===== src/rtl/lpt_pkg.sv =====
package lpt_pkg;
  localparam int CHAR_W  = 7;
  localparam int CNT_W   = 4;
  localparam int REG_W   = 16;
  localparam int ERR_BIT = 15;
  localparam int RDY_BIT = 7;
  localparam int IE_BIT  = 6;
  localparam int PI_BIT  = 7;
  localparam int ADV_BIT = 4;

  typedef struct packed {
    logic              adv;
    logic [CHAR_W-1:0] data;
  } prn_cmd_t;
endpackage


===== src/rtl/lpt_fault_agg.sv =====
module lpt_fault_agg #(
  parameter int NFAULT = 7
) (
  input  logic              clk,
  input  logic              rst_n,
  input  logic [NFAULT-1:0] fault_in,
  output logic              err
);
  always_ff @(posedge clk or negedge rst_n) begin
    if (!rst_n) err <= 1'b0;
    else        err <= |fault_in;
  end

  p_err_set_r3: assert property (@(posedge clk) disable iff (!rst_n)
    (fault_in != '0) |=> err);
  p_err_clr_r3: assert property (@(posedge clk) disable iff (!rst_n)
    (fault_in == '0) |=> !err);
endmodule


===== src/rtl/lpt_cmd_decode.sv =====
module lpt_cmd_decode
  import lpt_pkg::*;
(
  input  logic [7:0] wbyte,
  input  logic       pi_disable,
  output prn_cmd_t   cmd
);
  logic is_adv;

  always_comb begin
    is_adv = wbyte[PI_BIT] & wbyte[ADV_BIT] & ~pi_disable;
    cmd.adv = is_adv;
    if (is_adv) cmd.data = {{(CHAR_W-CNT_W){1'b0}}, wbyte[CNT_W-1:0]};
    else        cmd.data = wbyte[CHAR_W-1:0];
  end
endmodule


===== src/rtl/lpt_xfer.sv =====
module lpt_xfer
  import lpt_pkg::*;
(
  input  logic     clk,
  input  logic     rst_n,
  input  logic     load,
  input  prn_cmd_t cmd_in,
  input  logic     ack,
  output logic     valid,
  output logic     ready,
  output prn_cmd_t cmd_out
);
  always_ff @(posedge clk or negedge rst_n) begin
    if (!rst_n) begin
      valid   <= 1'b0;
      ready   <= 1'b1;
      cmd_out <= '0;
    end else if (load && ready) begin
      valid   <= 1'b1;
      ready   <= 1'b0;
      cmd_out <= cmd_in;
    end else if (valid && ack) begin
      valid   <= 1'b0;
      ready   <= 1'b1;
    end
  end

  p_hold_r9: assert property (@(posedge clk) disable iff (!rst_n)
    (valid && !ack) |=> (valid && $stable(cmd_out)));
  p_done_r9: assert property (@(posedge clk) disable iff (!rst_n)
    (valid && ack) |=> (!valid && ready));
  p_excl_r6: assert property (@(posedge clk) disable iff (!rst_n)
    ready != valid);
endmodule


===== src/rtl/lpt_ctrl.sv =====
module lpt_ctrl
  import lpt_pkg::*;
#(
  parameter int          ADDR_W   = 18,
  parameter int          NFAULT   = 7,
  parameter logic [17:0] CSR_ADDR = 18'o777514,
  parameter logic [17:0] DBR_ADDR = 18'o777516
) (
  input  logic              clk,
  input  logic              rst_n,
  input  logic [ADDR_W-1:0] bus_addr,
  input  logic              bus_wr,
  input  logic [REG_W-1:0]  bus_wdata,
  output logic [REG_W-1:0]  bus_rdata,
  input  logic [NFAULT-1:0] fault_in,
  input  logic              pi_disable,
  output logic              irq,
  output logic              prn_valid,
  output logic              prn_adv,
  output logic [CHAR_W-1:0] prn_data,
  input  logic              prn_ack
);
  logic     sel_csr, sel_dbr, csr_wr, dbr_wr, accept;
  logic     err, ready, ie_q;
  logic [7:0] dbuf_q;
  prn_cmd_t dec_cmd, cur_cmd;

  assign sel_csr = (bus_addr == CSR_ADDR[ADDR_W-1:0]);
  assign sel_dbr = (bus_addr == DBR_ADDR[ADDR_W-1:0]);
  assign csr_wr  = bus_wr & sel_csr;
  assign dbr_wr  = bus_wr & sel_dbr;
  assign accept  = dbr_wr & ready;

  lpt_fault_agg #(.NFAULT(NFAULT)) u_fault (
    .clk(clk), .rst_n(rst_n), .fault_in(fault_in), .err(err)
  );

  lpt_cmd_decode u_dec (
    .wbyte(bus_wdata[7:0]), .pi_disable(pi_disable), .cmd(dec_cmd)
  );

  lpt_xfer u_xfer (
    .clk(clk), .rst_n(rst_n), .load(dbr_wr), .cmd_in(dec_cmd),
    .ack(prn_ack), .valid(prn_valid), .ready(ready), .cmd_out(cur_cmd)
  );

  always_ff @(posedge clk or negedge rst_n) begin
    if (!rst_n) begin
      ie_q   <= 1'b0;
      dbuf_q <= '0;
    end else begin
      if (csr_wr) ie_q   <= bus_wdata[IE_BIT];
      if (accept) dbuf_q <= bus_wdata[7:0];
    end
  end

  always_comb begin
    bus_rdata = '0;
    if (sel_csr) begin
      bus_rdata[ERR_BIT] = err;
      bus_rdata[RDY_BIT] = ready;
      bus_rdata[IE_BIT]  = ie_q;
    end else if (sel_dbr) begin
      bus_rdata[7:0] = dbuf_q;
    end
  end

  assign irq      = ie_q & (err | ready);
  assign prn_adv  = cur_cmd.adv;
  assign prn_data = cur_cmd.data;

  p_ie_write_r4: assert property (@(posedge clk) disable iff (!rst_n)
    csr_wr |=> (ie_q == $past(bus_wdata[IE_BIT])));
  p_irq_err_r5: assert property (@(posedge clk) disable iff (!rst_n)
    (ie_q && err) |-> irq);
  p_discard_r10: assert property (@(posedge clk) disable iff (!rst_n)
    (dbr_wr && !ready) |=> ($stable(dbuf_q) && $stable(cur_cmd)));
  p_adv_gate_r8: assert property (@(posedge clk) disable iff (!rst_n)
    (accept && pi_disable) |=> !prn_adv);
endmodule


===== config.mk =====
export PLATFORM = sky130hd
export DESIGN_NAME = lpt_ctrl
export DESIGN_NICKNAME = d
export VERILOG_FILES = /design/src/rtl/lpt_pkg.sv /design/src/rtl/lpt_fault_agg.sv /design/src/rtl/lpt_cmd_decode.sv /design/src/rtl/lpt_xfer.sv /design/src/rtl/lpt_ctrl.sv
export SDC_FILE = /design/constraint.sdc
export NUM_CORES = 1
export LEC_CHECK = 0
export ABC_AREA = 1
export BUFFER_PORTS_ARGS = -buffer_cell sky130_fd_sc_hd__buf_2
export CAP_MARGIN = 40
export CORE_ASPECT_RATIO = 1.5
export CORE_UTILIZATION = 43
export CTS_CLUSTER_DIAMETER = 40
export DETAILED_ROUTE_END_ITERATION = 10
export GPL_TIMING_DRIVEN = 0
export HOLD_SLACK_MARGIN = 0.03
export PLACE_DENSITY = 0.84
export REMOVE_ABC_BUFFERS = 1
export SKIP_CTS_REPAIR_TIMING = 1
export SYNTH_ARGS = -nofsm -noshare
export SYNTH_HDL_FRONTEND = slang
export SYNTH_SLANG_ARGS = --single-unit

===== constraint.sdc =====
create_clock -name clk -period 3.8 [get_ports clk]
set_input_delay 0.57 -clock clk [delete_from_list [all_inputs] [get_ports clk]]
set_output_delay 0.57 -clock clk [all_outputs]
set_load 0.1 [all_outputs]

### Yosys cells after proc, flatten, opt, wreduce, memory -nomap -nowiden

Cells that the tools add are included.

| word-level totals | value |
|---|---|
| bits in registers | 20 |
| bits in latches | 0 |
| bits in writable memories | 0 |
| ROM bits | 0 |
| logic and storage cells | 30 |
| memories kept | 0 |

| cells by class | value |
|---|---|
| add/subtract/negate cells | 0 |
| multipliers | 0 |
| div/mod/pow operators | 0 |
| magnitude comparators | 0 |
| equality and inequality tests | 2 |
| shift-type cells | 0 |
| multiplexer cells | 9 |
| bitwise gates (word level) | 8 |
| reduce and logical (&&, ||, !) cells | 4 |

Operators by type and width:

| operator | count |
|---|---|
| $eq A18 B18 Y1 const B | 2 |
| $mux W8 | 1 |
| $mux W7 | 1 |
| $reduce_or A7 Y1 | 1 |
| $and A1 B1 Y1 | 6 |
| $mux W6 | 1 |
| $mux W1 | 5 |
| $logic_and A1 B1 Y1 | 2 |
| $mux W2 | 1 |
| $reduce_bool A2 Y1 | 1 |
| $not A1 Y1 | 1 |
| $or A1 B1 Y1 | 1 |

### Longest topological paths before layout

Gate-level depths: netlist of the first run.

| depth | value |
|---|---|
| word-level depth | 4 |
| mapped depth | 10 |
| depth with buffers taken out | 9 |

### Cells and area by module

Synthesis of the first run repeated with hierarchy kept, for this count alone.

| unflattened totals | value |
|---|---|
| cell total of the unflattened synthesis | 189 |
| area, all modules | 1301.2 sq um |

Modules (own cells, without submodules):

| module | instances | cells each | area an instance (sq um) | seq. area each (sq um) |
|---|---|---|---|---|
| lpt_ctrl | 1 | 119 | 737.0 | 225.2 |
| lpt_xfer | 1 | 44 | 424.2 | 251.5 |
| lpt_cmd_decode | 1 | 13 | 70.1 | 0.0 |
| lpt_fault_agg | 1 | 13 | 70.1 | 25.0 |

### Worst setup path before layout of the first run

Ideal clock, no wire load.

| timing | value |
|---|---|
| path type | in2out |
| start point | input port bus_addr[4] |
| end point | output port bus_rdata[6] |
| arrival | 3.061 ns |
| path slack | 0.169 ns |
| stages | 5 |
| buffers on the path | 0 |
| cells stage by stage | nor2_1 -> nand2_1 -> nor2_2 -> nand3_1 -> o21ai_0 |

| on the way | value |
|---|---|
| longest elaborated chain between the ends | 3 |

Ends and longest elaborated chain:

| what | line | source |
|---|---|---|
| start: declaration | lpt_ctrl.sv:11 | `input logic [ADDR_W-1:0] bus_addr,` |
| $eq A18 B18 Y1 | lpt_ctrl.sv:29 | `assign sel_dbr = (bus_addr == DBR_ADDR[ADDR_W-1:0]);` |
| $mux W8 | lpt_ctrl.sv:63 | `end else if (sel_dbr) begin` |
| $mux W2 * | lpt_ctrl.sv:59 | `if (sel_csr) begin` |
| end: declaration | lpt_ctrl.sv:14 | `output logic [REG_W-1:0] bus_rdata,` |

Every way passes the cells marked *; elsewhere a longest branch is shown, timed or not.

### Worst setup path after layout of the first run

| timing | value |
|---|---|
| start point | input port bus_addr[4] |
| end point | output port bus_rdata[4] |

| on the way | value |
|---|---|
| longest elaborated chain between the ends | 3 |

Ends and longest elaborated chain:

| what | line |
|---|---|
| $eq A18 B18 Y1 | lpt_ctrl.sv:29 |
| $mux W8 | lpt_ctrl.sv:63 |
| $mux W6 * | lpt_ctrl.sv:59 |

Marks and branches as above.

==> metrics, run 1 <==
top cells by area, synth dfrtp_1 (37%), nand2_1 (17%), buf_4 (8.1%), inv_1 (7.0%), nand3_1 (6.4%); Fin. Hold Viols 0; synthesized area 0.00102 mm2; H-Tree Depth 1; Post-Place Worst Slack 1.26 ns; register area share after synthesis 39.5%; final antenna-violating net count 0; flop2flop setup slack roughly 2.4 ns; CP Buf/Inv Count 3; Synth Area per Inst 7.06 um2; share of flip-flops with an asynchronous set or reset 100%; clock-pin slew on the worst setup and hold paths 0.09 ns; setup TNS 0 ns; number of synthesized register bits 16; RSZ-0062 raised after global routing false; Main synth FF type dfrtp_1; routed length per instance 9.66 um; routability cong. 0.724; Starting Density 45.5%; initial antenna violation count 0; critical path startpoint category input pin; delay-heaviest family, CP simple AND/OR/NAND/NOR gates; Max Cap Violations 0; slowest cell delay on critical path 0.44 ns; CP endpoint kind primary output; Pins Over Slew Limit 0; clk buf depth 2; fill count 238; share of the synthesized area in the top cell type 36.9%; outcome finished clean; Post-synth EDFFs 0; critical path peak fanout 17; Final Cycle Share 66.7%; Synth top cells by count nand2_1 (45), inv_1 (19), dfrtp_1 (15), nor2_1 (15), nand3_1 (13); fin crit period 2.53 ns; ANT cells 0; GRT Overall Usage between 15 and 20%; Yosys cell types 22; First DRT Iteration DRCs 27; Detailed Route WL about 2.1 mm; vias in the first global route approximately 870; row cnt 21; Remaining DRCs 0; setup violators final 0; Die Span Y a little over 60 um; critical path class input pin to primary output; biggest area consumer among synthesized cells dfrtp_1; input/output buffers 56; Yosys warnings 0; IO Pins 72; Pre-antenna DRT Iters 4; Final WS setup about 1.3 ns; vias 1030; layout cells sized above 1 35.7%; CTS tree done; fmax ~0.4 GHz; CTS root buffer clkbuf_4; crit-path cells buf_2, nor2_1, nand2_1, nor2_2, nand2_2, nor2_8, inv_2, nor2_1, buf_2; global-route wire length before repair 3.41 mm; critical path's slowest cell buf_2; cell with the most instances after synthesis nand2_1; HP Class input pin to asynchronous set/reset pin; peak supply drop 181 uV; CTS Sinks 16; total grt overflow 0; Die Width approximately 42 um; Pwr Density 278 mW/mm2; fin nets 243; standard cell core area about 0.0022 mm2; largest net degree at the start of global routing 18; synthesized instance count ~140; critical path data arrival time 1.96 ns; CTS Buf Count 3; Worst EP required 3.23 ns; Static Leak 0.798 nW; clock latency on the worst-skew pair 0.29 ns; die area 0.00257 mm2; drt via density 4.70; Setup Skew 0.00623 ns; Syn-to-layout area delta 25.5%; Post-DP HPWL 1.69 mm
[per-stage QoR]
| step | instance area (um2) | hold slack, ns | power [mW] | cells | util (%) |
|---|---|---|---|---|---|
| finish | 1270 | 0.172 | 0.354 | 219 | 57.1 |
| global route | 1270 | 0.186 | 0.369 | 219 | 57.1 |
| CTS | 1270 | 0.181 | 0.357 | 219 | 57.1 |
| detailed placement | 1240 | 0.458 | 0.247 | 215 | 55.5 |
| global placement | 1240 | 0.455 | 0.246 | 215 | 55.5 |
| floorplan | 930 | 0.274 | 0.219 | 136 | - |
[path summary, 6_finish.rpt]
check / cells after the start / start / endpoint
setup / recovery: 9 / bus_addr[4] / bus_rdata[4]
hold reg to reg: 2 / dbuf_q[6] / dbuf_q[6]
min in group clk: 2 / prn_ack / u_xfer.valid
setup reg to reg: 5 / u_xfer.ready / dbuf_q[0]
max in group asynchronous: 1 / rst_n / u_xfer.ready
hold / removal: 1 / rst_n / dbuf_q[1]
[kinds of logic (layout without fill, tap and decap cells)]
logic type             after synthesis  after routing  share of synthesized area, %
buffers and inverters               35             81                          18.5
flip-flops                          16             16                          39.5
AND/OR/NAND/NOR                     86             86                          38.3
other                                1              7                         0.369
AO/OA/AOI/OAI                        6              6                          3.32
[area by class of cell]
| class | count | area [um2] | share of cell area (%) |
|---|---|---|---|
| multi-input combinational | 99 | 449 | 35.2 |
| tap | 23 | 28.8 | 2.26 |
| timing repair buffer | 56 | 280 | 22.0 |
| sequential | 16 | 402 | 31.5 |
| inverter | 21 | 78.8 | 6.18 |
| clock buffer | 4 | 36.3 | 2.85 |
[metal layers]
metal  vias up  GRT usage [%]  wire (um)
li1        527              -          -
met5         -              0          0
met4         0           9.68         34
met2        44           31.3       1100
met1       455           19.3        834
met3         4           2.64        147
[power breakdown]
part	switching (mW)	internal (mW)
clock	0.0529	0.0584
sequential	0.000910	0.172
combinational	0.0522	0.0179
total	0.106	0.248
[flip-flops by register name, summed over array words and instances (netlist names)]
| signal | flops |
|---|---|
| u_fault.err | 1 |
| dbuf_q | 8 |
| ie_q | 1 |
| u_xfer.ready | 1 |
| u_xfer.valid | 1 |
| u_xfer.cmd_out | 4 |
[layout by cell type (no fill, tap or decap)]
cell type  netlist  final
nand2_1         45     45
inv_1           19     19
nor4_1           1      1
and2_1           1      1
conb_1           1      7
nand2_2          1      1
inv_2            2      2
nor3_1           1      1
nor2_8           1      1
dfstp_2          1      1
nand2_4          1      1
o21ai_0          2      2
o21ai_2          1      1
nand4_1          4      4
nand3_1         13     13
nor2_2           3      3
buf_2            0     56
a21oi_1          3      3
dfrtp_1         15     15
clkbuf_4         0      3
clkbuf_8         0      1
nor2_1          15     15
Power figures use the tool's default switching activity.
==> run 2, diff against run 1 <==
--- a/config.mk
+++ b/config.mk
@@ -9,12 +9,12 @@
 export BUFFER_PORTS_ARGS = -buffer_cell sky130_fd_sc_hd__buf_2
 export CAP_MARGIN = 40
 export CORE_ASPECT_RATIO = 1.5
-export CORE_UTILIZATION = 43
+export CORE_UTILIZATION = 40
 export CTS_CLUSTER_DIAMETER = 40
 export DETAILED_ROUTE_END_ITERATION = 10
 export GPL_TIMING_DRIVEN = 0
 export HOLD_SLACK_MARGIN = 0.03
-export PLACE_DENSITY = 0.84
+export PLACE_DENSITY = 0.79
 export REMOVE_ABC_BUFFERS = 1
 export SKIP_CTS_REPAIR_TIMING = 1
 export SYNTH_ARGS = -nofsm -noshare
==> constraint.sdc (replaced) <==
create_clock -name clk -period 2.51 [get_ports clk]
set_input_delay 0.3765 -clock clk [delete_from_list [all_inputs] [get_ports clk]]
set_output_delay 0.3765 -clock clk [all_outputs]
set_load 0.1 [all_outputs]
==> run 2 against run 1 <==
First-iteration DRC count fell by 7.4%. Clock power up 48%. Clock-buffer cell count is the same. Global-route usage is 2.2 points lower. Worst hold slack improved by 0.10 ns. Critical endpoint unchanged. Largest power group unchanged.
==> metrics, run 2 (synthesis results as in run 1) <==
fin nets 244 (was 243); First DRT Iteration DRCs 25 (was 27); fin util 53.1% (was 57.1%); peak supply drop 304 uV (was 181 uV); Detailed Route WL 2.10 mm (was 2.12 mm); Syn-to-layout area delta 26.6% (was 25.5%); initial antenna violation count 0 (unchanged); HP Class input pin to register (was input pin to asynchronous set/reset pin); input/output buffers 56 (unchanged); final antenna-violating net count 0 (unchanged); drt via density 4.59 (was 4.70); Die Width 43.2 um (was 41.7 um); total grt overflow 0 (unchanged); routed length per instance 9.50 um (was 9.66 um); crit-path cells buf_2, nor2_1, nand2_1, nor2_2, nand2_2, nor2_8, inv_2, nor2_1, buf_2 (unchanged); Post-DP HPWL 1.66 mm (was 1.69 mm); Static Leak 0.802 nW (was 0.798 nW); Pwr Density 415 mW/mm2 (was 278 mW/mm2); most common cell after layout, fill and taps aside buf_2 (unchanged); global-route wire length before repair 3.26 mm (was 3.41 mm); area occupied by multi-input gates 449 um2 (unchanged); CTS Sinks 16 (unchanged); critical path data arrival time 1.78 ns (was 1.96 ns); CP Buf/Inv Count 3 (unchanged); CP endpoint kind primary output (unchanged); delay-heaviest family, CP simple AND/OR/NAND/NOR gates (unchanged); layout cells sized above 1 35.5% (was 35.7%); GRT Overall Usage 15.0% (was 17.2%); die area 0.00275 mm2 (was 0.00257 mm2); critical path startpoint category input pin (unchanged); vias 1014 (was 1030); Starting Density 41.9% (was 45.5%); worst hold margin 0.273 ns (was 0.172 ns); CTS tree done (unchanged); H-Tree Depth 1 (unchanged); Regs by FF count dbuf_q: 8 flops, u_xfer.cmd_out: 4 flops (unchanged); outcome finished clean (unchanged); clk buf depth 2 (unchanged); Reg area 402 um2 (unchanged); vias in the first global route 861 (was 869); routability cong. 0.822 (was 0.724); critical path peak fanout 17 (unchanged); RSZ-0062 raised after global routing false (unchanged); commonest non-fill, non-tap cells in the layout buf_2 (56), nand2_1 (45), inv_1 (19) (unchanged); ANT cells 0 (unchanged); fin crit period 2.16 ns; Pwr Total 533 uW (was 354 uW); Pre-antenna DRT Iters 4 (unchanged); slowest cell delay on critical path 0.44 ns (about the same); Worst EP required 2.13 ns (was 3.23 ns); Pins Over Slew Limit 0 (unchanged); largest net degree at the start of global routing 18 (unchanged); Final Cycle Share 86.0%; Max Cap Violations 0 (unchanged); fill count 247 (was 238); Remaining DRCs 0 (unchanged); clock latency on the worst-skew pair 0.28 ns (was 0.29 ns); critical path class input pin to primary output (unchanged); CTS Buf Count 3 (unchanged); setup violators final 0 (unchanged); Fin. Hold Viols 0 (unchanged); IO Pins 72 (unchanged); Largest register FFs 8 (unchanged); fmax roughly 0.46 GHz; Setup Skew 0.00206 ns (was 0.00623 ns); Die Span Y 63.7 um (was 61.5 um); standard cell core area 0.00242 mm2 (was 0.00223 mm2); row cnt 22 (was 21); critical path's slowest cell buf_2 (unchanged); clock-pin slew on the worst setup and hold paths 0.09 ns (about the same); CTS root buffer clkbuf_4 (unchanged); Most flops, register dbuf_q (unchanged)
==> run 2: cell count changes in the layout (fill, tap and decap cells not counted) <==
cell and change:
dlygate4sd3_1 +1
==> run 2: metrics by stage <==
step	TNS [ns]	area (um2)	setup WS (ns)	instances
floorplan	-2.41	930	-0.734	136
global placement	0	1240	0.351	216
detailed placement	0	1240	0.338	216
CTS	0	1280	0.335	220
global route	0	1290	0.253	221
finish	0	1290	0.352	221
==> run 2: routing by layer <==
metal  vias up  track usage [%]  routed length (um)
li1        529                -                   -
met1       439             16.5                 847
met2        44             27.2                1100
met3         2             2.58                 140
met4         0             6.06                  14
met5         -                0                   0
==> run 2: cell type report <==
cell class / instances / area share [%]
inverters: 21 / 6.13
flip-flops and latches: 16 / 31.2
repair buffers: 57 / 22.6
well taps: 24 / 2.33
multi-input cells: 99 / 34.9
clock buffers: 4 / 2.82
==> run 2: power breakdown <==
part / internal [mW] / switching [mW] / total [mW]
Sequential: 0.261 / 0.00127 / 0.262
Combinational: 0.0281 / 0.0791 / 0.107
Clock: 0.0882 / 0.0762 / 0.164
==> run 2: worst register-to-register path: stages, from the launching register on <==
cell and delay [ns]:
dfstp_2 0.55, nand2_1 0.05, inv_1 0.33, nand2_4 0.19
nand2_1 0.11, nand2_1 0.05
==> run 2: path summary, 6_finish.rpt <==
check | startpoint | endpoint | cells past startpoint | slack [ns]
min reg2reg | dbuf_q[6] | dbuf_q[6] | 2 | 0.48
max reg2reg | u_xfer.ready | u_xfer.cmd_out[6] | 5 | 1.12
max in group asynchronous | rst_n | u_xfer.ready | 2 | 1.67
max | bus_addr[4] | bus_rdata[4] | 9 | 0.35
min in group asynchronous | rst_n | u_xfer.cmd_out[5] | 2 | 0.53
min | prn_ack | u_xfer.valid | 2 | 0.27
